File: src/rtl/sar_seq_pkg.sv
package sar_seq_pkg;

   typedef enum logic [1:0] {
      ST_IDLE = 2'b00,
      ST_ACQ  = 2'b01,
      ST_CONV = 2'b10,
      ST_PDN  = 2'b11
   } seq_st_e;

   typedef enum logic [1:0] {
      MD_STD    = 2'b00,
      MD_FAST   = 2'b01,
      MD_LOWPWR = 2'b10,
      MD_RSVD   = 2'b11
   } seq_mode_e;

endpackage

File: src/rtl/sar_cyc_timer.sv
module sar_cyc_timer #(
   parameter int LEN = 16
) (
   input  logic clk,
   input  logic rst,
   input  logic clr,
   input  logic en,
   output logic last
);

   generate
      if (LEN <= 1) begin : g_flat
         logic unused_in;
         assign unused_in = ^{clk, rst, clr, en};
         assign last = 1'b1;
      end else begin : g_cnt
         localparam int CW = $clog2(LEN);
         localparam logic [CW-1:0] TOP = CW'(LEN - 1);
         logic [CW-1:0] cnt_q;

         always_ff @(posedge clk) begin
            if (rst || clr)
               cnt_q <= '0;
            else if (en && !last)
               cnt_q <= cnt_q + 1'b1;
         end

         assign last = (cnt_q == TOP);

         // the count never runs past its terminal value
         p_cnt_bound_r2: assert property (@(posedge clk) disable iff (rst)
            cnt_q <= TOP);
      end
   endgenerate

endmodule

File: src/rtl/sar_start_arm.sv
module sar_start_arm (
   input  logic clk,
   input  logic rst,
   input  logic start_n,
   input  logic hold,
   input  logic clr,
   output logic armed
);

   logic armed_q;

   always_ff @(posedge clk) begin
      if (rst || clr)
         armed_q <= 1'b0;
      else if (start_n)
         armed_q <= 1'b1;
      else if (hold)
         armed_q <= 1'b0;
   end

   assign armed = armed_q;

   // a low start level during a conversion leaves nothing armed
   p_hold_disarm_r5: assert property (@(posedge clk) disable iff (rst)
      (hold && !start_n && !clr) |=> !armed_q);

endmodule

File: src/rtl/sar_conv_seq.sv
module sar_conv_seq
   import sar_seq_pkg::*;
#(
   parameter int CONV_LEN = 16,
   parameter int ACQ_MIN  = 4
) (
   input  logic       clk,
   input  logic       rst,
   input  logic       start_n,
   input  logic [1:0] mode,
   input  logic       pd_req,
   output logic       busy,
   output logic       data_valid,
   output logic       low_pwr,
   output logic       pd_down
);

   seq_st_e   st_q, st_d;
   seq_mode_e mode_q;
   logic      auto_q, pd_lat_q, dv_q;
   logic      conv_last, acq_last, armed, launch, conv_end;

   sar_cyc_timer #(.LEN(CONV_LEN)) u_conv_tmr (
      .clk (clk), .rst (rst), .clr (st_q != ST_CONV), .en (1'b1), .last (conv_last)
   );

   sar_cyc_timer #(.LEN(ACQ_MIN)) u_acq_tmr (
      .clk (clk), .rst (rst), .clr (st_q != ST_ACQ), .en (1'b1), .last (acq_last)
   );

   sar_start_arm u_arm (
      .clk (clk), .rst (rst), .start_n (start_n), .hold (st_q == ST_CONV),
      .clr (launch), .armed (armed)
   );

   always_comb begin
      st_d = st_q;
      unique case (st_q)
         ST_IDLE: begin
            if (pd_req)        st_d = ST_PDN;
            else if (!start_n) st_d = ST_CONV;
         end
         ST_ACQ: begin
            if (pd_req)
               st_d = ST_PDN;
            else if ((!start_n && armed) || (auto_q && acq_last))
               st_d = ST_CONV;
         end
         ST_CONV: begin
            if (conv_last) st_d = (pd_lat_q || pd_req) ? ST_PDN : ST_ACQ;
         end
         ST_PDN: begin
            if (!pd_req) st_d = ST_ACQ;
         end
         default: st_d = ST_IDLE;
      endcase
   end

   assign launch   = (st_q != ST_CONV) && (st_d == ST_CONV);
   assign conv_end = (st_q == ST_CONV) && conv_last;

   always_ff @(posedge clk) begin
      if (rst) begin
         st_q     <= ST_IDLE;
         mode_q   <= MD_STD;
         auto_q   <= 1'b0;
         pd_lat_q <= 1'b0;
         dv_q     <= 1'b0;
      end else begin
         st_q     <= st_d;
         dv_q     <= conv_end;
         pd_lat_q <= (st_q == ST_CONV) && !conv_last && (pd_lat_q || pd_req);
         if (st_q != ST_CONV)
            mode_q <= seq_mode_e'(mode);
         if (conv_end)
            auto_q <= (mode_q == MD_LOWPWR) && !start_n && !(pd_lat_q || pd_req);
         else if (launch || start_n || st_q == ST_PDN)
            auto_q <= 1'b0;
      end
   end

   assign busy       = (st_q == ST_CONV);
   assign data_valid = dv_q;
   assign pd_down    = (st_q == ST_PDN);
   assign low_pwr    = ((st_q == ST_ACQ) && (mode_q == MD_LOWPWR)) || (st_q == ST_PDN);

   // idle with start high stays quiet
   p_idle_quiet_r1: assert property (@(posedge clk) disable iff (rst)
      (st_q == ST_IDLE && start_n) |=> !busy);

   // a running conversion is never cut before its last cycle
   p_no_abort_r3: assert property (@(posedge clk) disable iff (rst)
      (busy && !conv_last) |=> busy);

   // completion pulse coincides with busy falling and lasts one cycle
   p_dv_fall_r4: assert property (@(posedge clk) disable iff (rst)
      $fell(busy) |-> data_valid);
   p_dv_single_r4: assert property (@(posedge clk) disable iff (rst)
      data_valid |=> !data_valid);

   // a chained restart never comes before the acquisition minimum
   p_auto_gap_r6: assert property (@(posedge clk) disable iff (rst)
      (st_q == ST_ACQ && auto_q && !acq_last && start_n) |=> !busy);

   // the reduced-power flag is never raised while converting
   p_lp_busy_r7: assert property (@(posedge clk) disable iff (rst)
      busy |-> !low_pwr);

   // no conversion follows a powered-down cycle directly
   p_pd_nostart_r8: assert property (@(posedge clk) disable iff (rst)
      pd_down |=> !busy);

endmodule

File: config.mk
export PLATFORM = sky130hd
export DESIGN_NAME = sar_conv_seq
export DESIGN_NICKNAME = d
export VERILOG_FILES = /design/src/rtl/sar_seq_pkg.sv /design/src/rtl/sar_cyc_timer.sv /design/src/rtl/sar_start_arm.sv /design/src/rtl/sar_conv_seq.sv
export SDC_FILE = /design/constraint.sdc
export NUM_CORES = 1
export LEC_CHECK = 0
export ABC_AREA = 1
export CAP_MARGIN = 20
export CORE_MARGIN = 2
export CORE_UTILIZATION = 50
export DETAILED_ROUTE_END_ITERATION = 10
export PLACE_DENSITY = 0.86
export SLEW_MARGIN = 20
export SYNTH_ARGS = -nofsm -noshare
export SYNTH_HDL_FRONTEND = slang
export SYNTH_SLANG_ARGS = --single-unit
File: constraint.sdc
create_clock -name clk -period 1.8 [get_ports clk]
set_clock_uncertainty 0.05 [all_clocks]
set_input_delay 0.27 -clock clk [delete_from_list [all_inputs] [get_ports clk]]
set_output_delay 0.27 -clock clk [all_outputs]
set_load 0.05 [all_outputs]
==> run summary <==
Type of origin of the critical path: a register. The most frequent standard cell in the layout excluding fill and tap cells was sky130_fd_sc_hd__nand2_1. The worst hold path belongs to the class reg -> reg. For the count of final max-slew check failures, the log shows 0. The per-cell routed wire length is 10.7 um, and the final instance area is 825 um2. The run gives 0 as the number of failing hold endpoints at the final stage. The tools report the reg-to-reg startpoint as u_conv_tmr.g_cnt.cnt_q[0]. Gates resized during post-CTS repair numbered 0. For this block, the initial DRC count from the detailed router was 14.

Along the worst hold path, the cell count comes to 2. Buffers placed on the I/O ports in this run total 9. The cell sitting at the root of the clock tree is a sky130_fd_sc_hd__clkbuf_4. The number of global-route vias before repair is 497.

The largest net degree at the start of global routing is 10, and the cell row count is 13. For this run the aggregate overflow at the end of global routing stands at 0. Once layout is complete, the utilization of the core stands at 65.0%. The share of synthesized area in the top cell type comes to 42.7%.

The logs give 788 um2 for the standard cell area after detailed placement and 0 for the count of final setup violators. The number of hold buffers added after CTS was 0. Counting along the longest clock path gives a buffer depth of 2. For this design, the slowest cell found on the critical path is sky130_fd_sc_hd__clkdlybuf4s50_1. Reg-to-reg critical path endpoint: auto_q. The half-perimeter wire length of the detailed placement result was 999 um; the total power per unit cell area was 891 nW/um2. The tools report the number of buffers added by the clock tree synthesis step as 3. Net count after synthesis: 100. The worst register-to-register path has a setup slack of 0.28 ns. Across all layers, the routed design uses 603 vias.

Walking the worst path, the cells encountered are clkdlybuf4s50_1. In the routed layout, each cell is associated on average with a via count of 5.07. Grouping stages by cell kind, the critical path spends the most delay in buffers and inverters. Headroom to the max-slew limit came out at 67.5%. For this run, the total global-route usage over all layers was measured as 18.8%.

The core area was 1270 um2. Leaving out fill and tap cells, the most frequent cells in the layout are sky130_fd_sc_hd__nand2_1 (18), sky130_fd_sc_hd__nor2_1 (14), sky130_fd_sc_hd__dfxtp_1 (14). The worst path in the final design needs a cycle of 1.71 ns, including I/O delays and setup.

The die is 40.2 um tall. The detail route stage leaves a number of antenna-violating nets equal to 0. Summed over all cells, the static leakage comes to 0.383 nW.

Maximum level of the CTS H-tree: 1. For the worst flop-to-flop path, the logic depth is 10. The first global-routing pass estimated 1990 um of wire.

The arrival time at the worst endpoint was 1.39 ns; the clock transition at the registers of the reported paths was 0.09 ns. The worst-case IR drop observed on VDD is 421 uV. Post-CTS timing repair inserted 0 buffers for setup. The buffer and inverter count on the worst path is 1. In this run, synthesis produced a sequential element count of 14. For this run, the top clock speed supported by timing is 586 MHz. The layout cell share with drive strength beyond 1 is 9.62%. Sorting the synthesized cells by area gives the leading types as sky130_fd_sc_hd__dfxtp_1 (43%), sky130_fd_sc_hd__nand2_1 (10%), sky130_fd_sc_hd__nor2_1 (8.0%), sky130_fd_sc_hd__inv_1 (7.4%), sky130_fd_sc_hd__a21oi_1 (4.6%). TritonCTS built the clock tree.

The tools report the gate count of the mapped netlist as 92. The wire length after detailed routing is 1270 um. The die covers 1620 um2. Insertion delay to the later sink of the worst-skew pair: 0.28 ns. The floorplan step set the die width to 40.2 um. The tools report the element type at the critical path end as an output pin. The biggest area consumer among synthesized cells was sky130_fd_sc_hd__dfxtp_1. The average size of a mapped cell works out to 7.14 um2.

10 I/O pins were placed. Setup repair after global routing left no endpoint under its margin. Total placed cells including tap cells: 115. The terminating pin of the worst hold path is mode_q[0]. The tools report the startpoint of the tightest hold check path as mode_q[0]. The biggest fanout along the worst timing path came out at 1.

Data on the critical path is required at its endpoint by 1.48 ns. The flow ran to the end, and the final reports show no timing, DRC or antenna violations. Total number of clock tree sinks: 14. Summing the sequential cell areas from Yosys gives 42.7% of the chip area. The final RePlAce weighted congestion is 0.825, and the count of synthesis-stage warnings from yosys is 0.

The run gives 0 as the remaining routing DRC violations. Once the floorplan was initialized, standard cells occupied 51.8% of the core. The relative area change from synthesis to final layout was 25.5%. The number of antenna violations at the first check in global routing was 0; the cell area after synthesis was 657 um2.

The number of detailed-route iterations in the first pass is 4. The critical path is of the reg -> out type. The netlist uses 18 different library cells.

The count of inserted antenna diode cells was 0; the number of nets in the layout was 113. For the pin with the worst max-slew slack, the measured transition is 0.486 ns. The count of maximum capacitance violations was 0; the delay contributed by the slowest stage of the critical path was 0.79 ns.

On the final layout, the worst hold slack is 0.407 ns. The finished layout holds 119 standard cells, fillers aside. In the final timing run, aggregate negative setup slack is 0 ns. Of the available clock period, the critical path in the final layout requires 94.8%.
stage by stage:
step                worst slack (ns)  power [mW]
floorplan                      0.226       0.453
global placement               0.155       0.509
detailed placement             0.143       0.513
CTS                           0.0930       0.735
global route                  0.0486       0.765
finish                        0.0934       0.734
synth_stat cells:
cell                       count
sky130_fd_sc_hd__ha_1          2
sky130_fd_sc_hd__a21oi_2       1
sky130_fd_sc_hd__a21oi_1       6
sky130_fd_sc_hd__nand3_1       6
sky130_fd_sc_hd__nand2_1      18
sky130_fd_sc_hd__mux2i_1       1
sky130_fd_sc_hd__a211oi_1      1
sky130_fd_sc_hd__o21ai_0       5
sky130_fd_sc_hd__and2_1        1
sky130_fd_sc_hd__nor3_1        5
sky130_fd_sc_hd__nor2_4        1
sky130_fd_sc_hd__xor2_1        1
sky130_fd_sc_hd__buf_4         1
sky130_fd_sc_hd__dfxtp_1      14
sky130_fd_sc_hd__inv_1        13
sky130_fd_sc_hd__o32ai_1       1
sky130_fd_sc_hd__inv_2         1
sky130_fd_sc_hd__nor2_1       14
worst max path at each step:
stage                 endpoint  cells after the start  startpoint
global placement        auto_q                     10      pd_req
floorplan              low_pwr                      2     st_q[0]
global route        data_valid                      1  data_valid
CTS                 data_valid                      1  data_valid
detailed placement      auto_q                      8      pd_req
finish              data_valid                      1  data_valid
final cells by class:
| cell class | instances | area, um2 |
|---|---|---|
| tap | 15 | 18.8 |
| sequential | 14 | 280 |
| multi-input combinational | 63 | 317 |
| inverter | 14 | 52.6 |
| timing repair buffer | 9 | 120 |
| clock buffer | 4 | 36.3 |
| fill | 107 | 444 |
logic make-up (layout without fill, tap and decap cells):
group	Yosys count	in the layout	share of synthesized area, %
buf+inv	15	27	9.14
simple gates	45	45	29.3
xor+xnor	1	1	1.33
flops	14	14	42.7
compound gates	14	14	12.2
mux	1	1	1.52
fa+ha+maj	2	2	3.81
flip-flops by register name, summed over array words and instances (netlist names):
| register | cells |
|---|---|
| u_conv_tmr.g_cnt.cnt_q | 4 |
| mode_q | 2 |
| st_q | 2 |
| u_acq_tmr.g_cnt.cnt_q | 2 |
| auto_q | 1 |
| data_valid | 1 |
| pd_lat_q | 1 |
| u_arm.armed | 1 |
power by group:
group          internal, mW  switching (mW)  total (mW)
sequential            0.330          0.0146       0.344
combinational        0.0671          0.0945       0.162
clock                 0.123           0.105       0.228
total                 0.520           0.215       0.734
layer usage:
layer	vias to the layer above	global-route usage (%)	part of all wire [%]
li1	321	-	-
met1	264	20.6	45
met2	14	33.5	48
met3	4	3.89	4.3
met4	0	10.0	2.4
met5	-	0	0
Note: power is estimated with default switching activity, not from simulation.
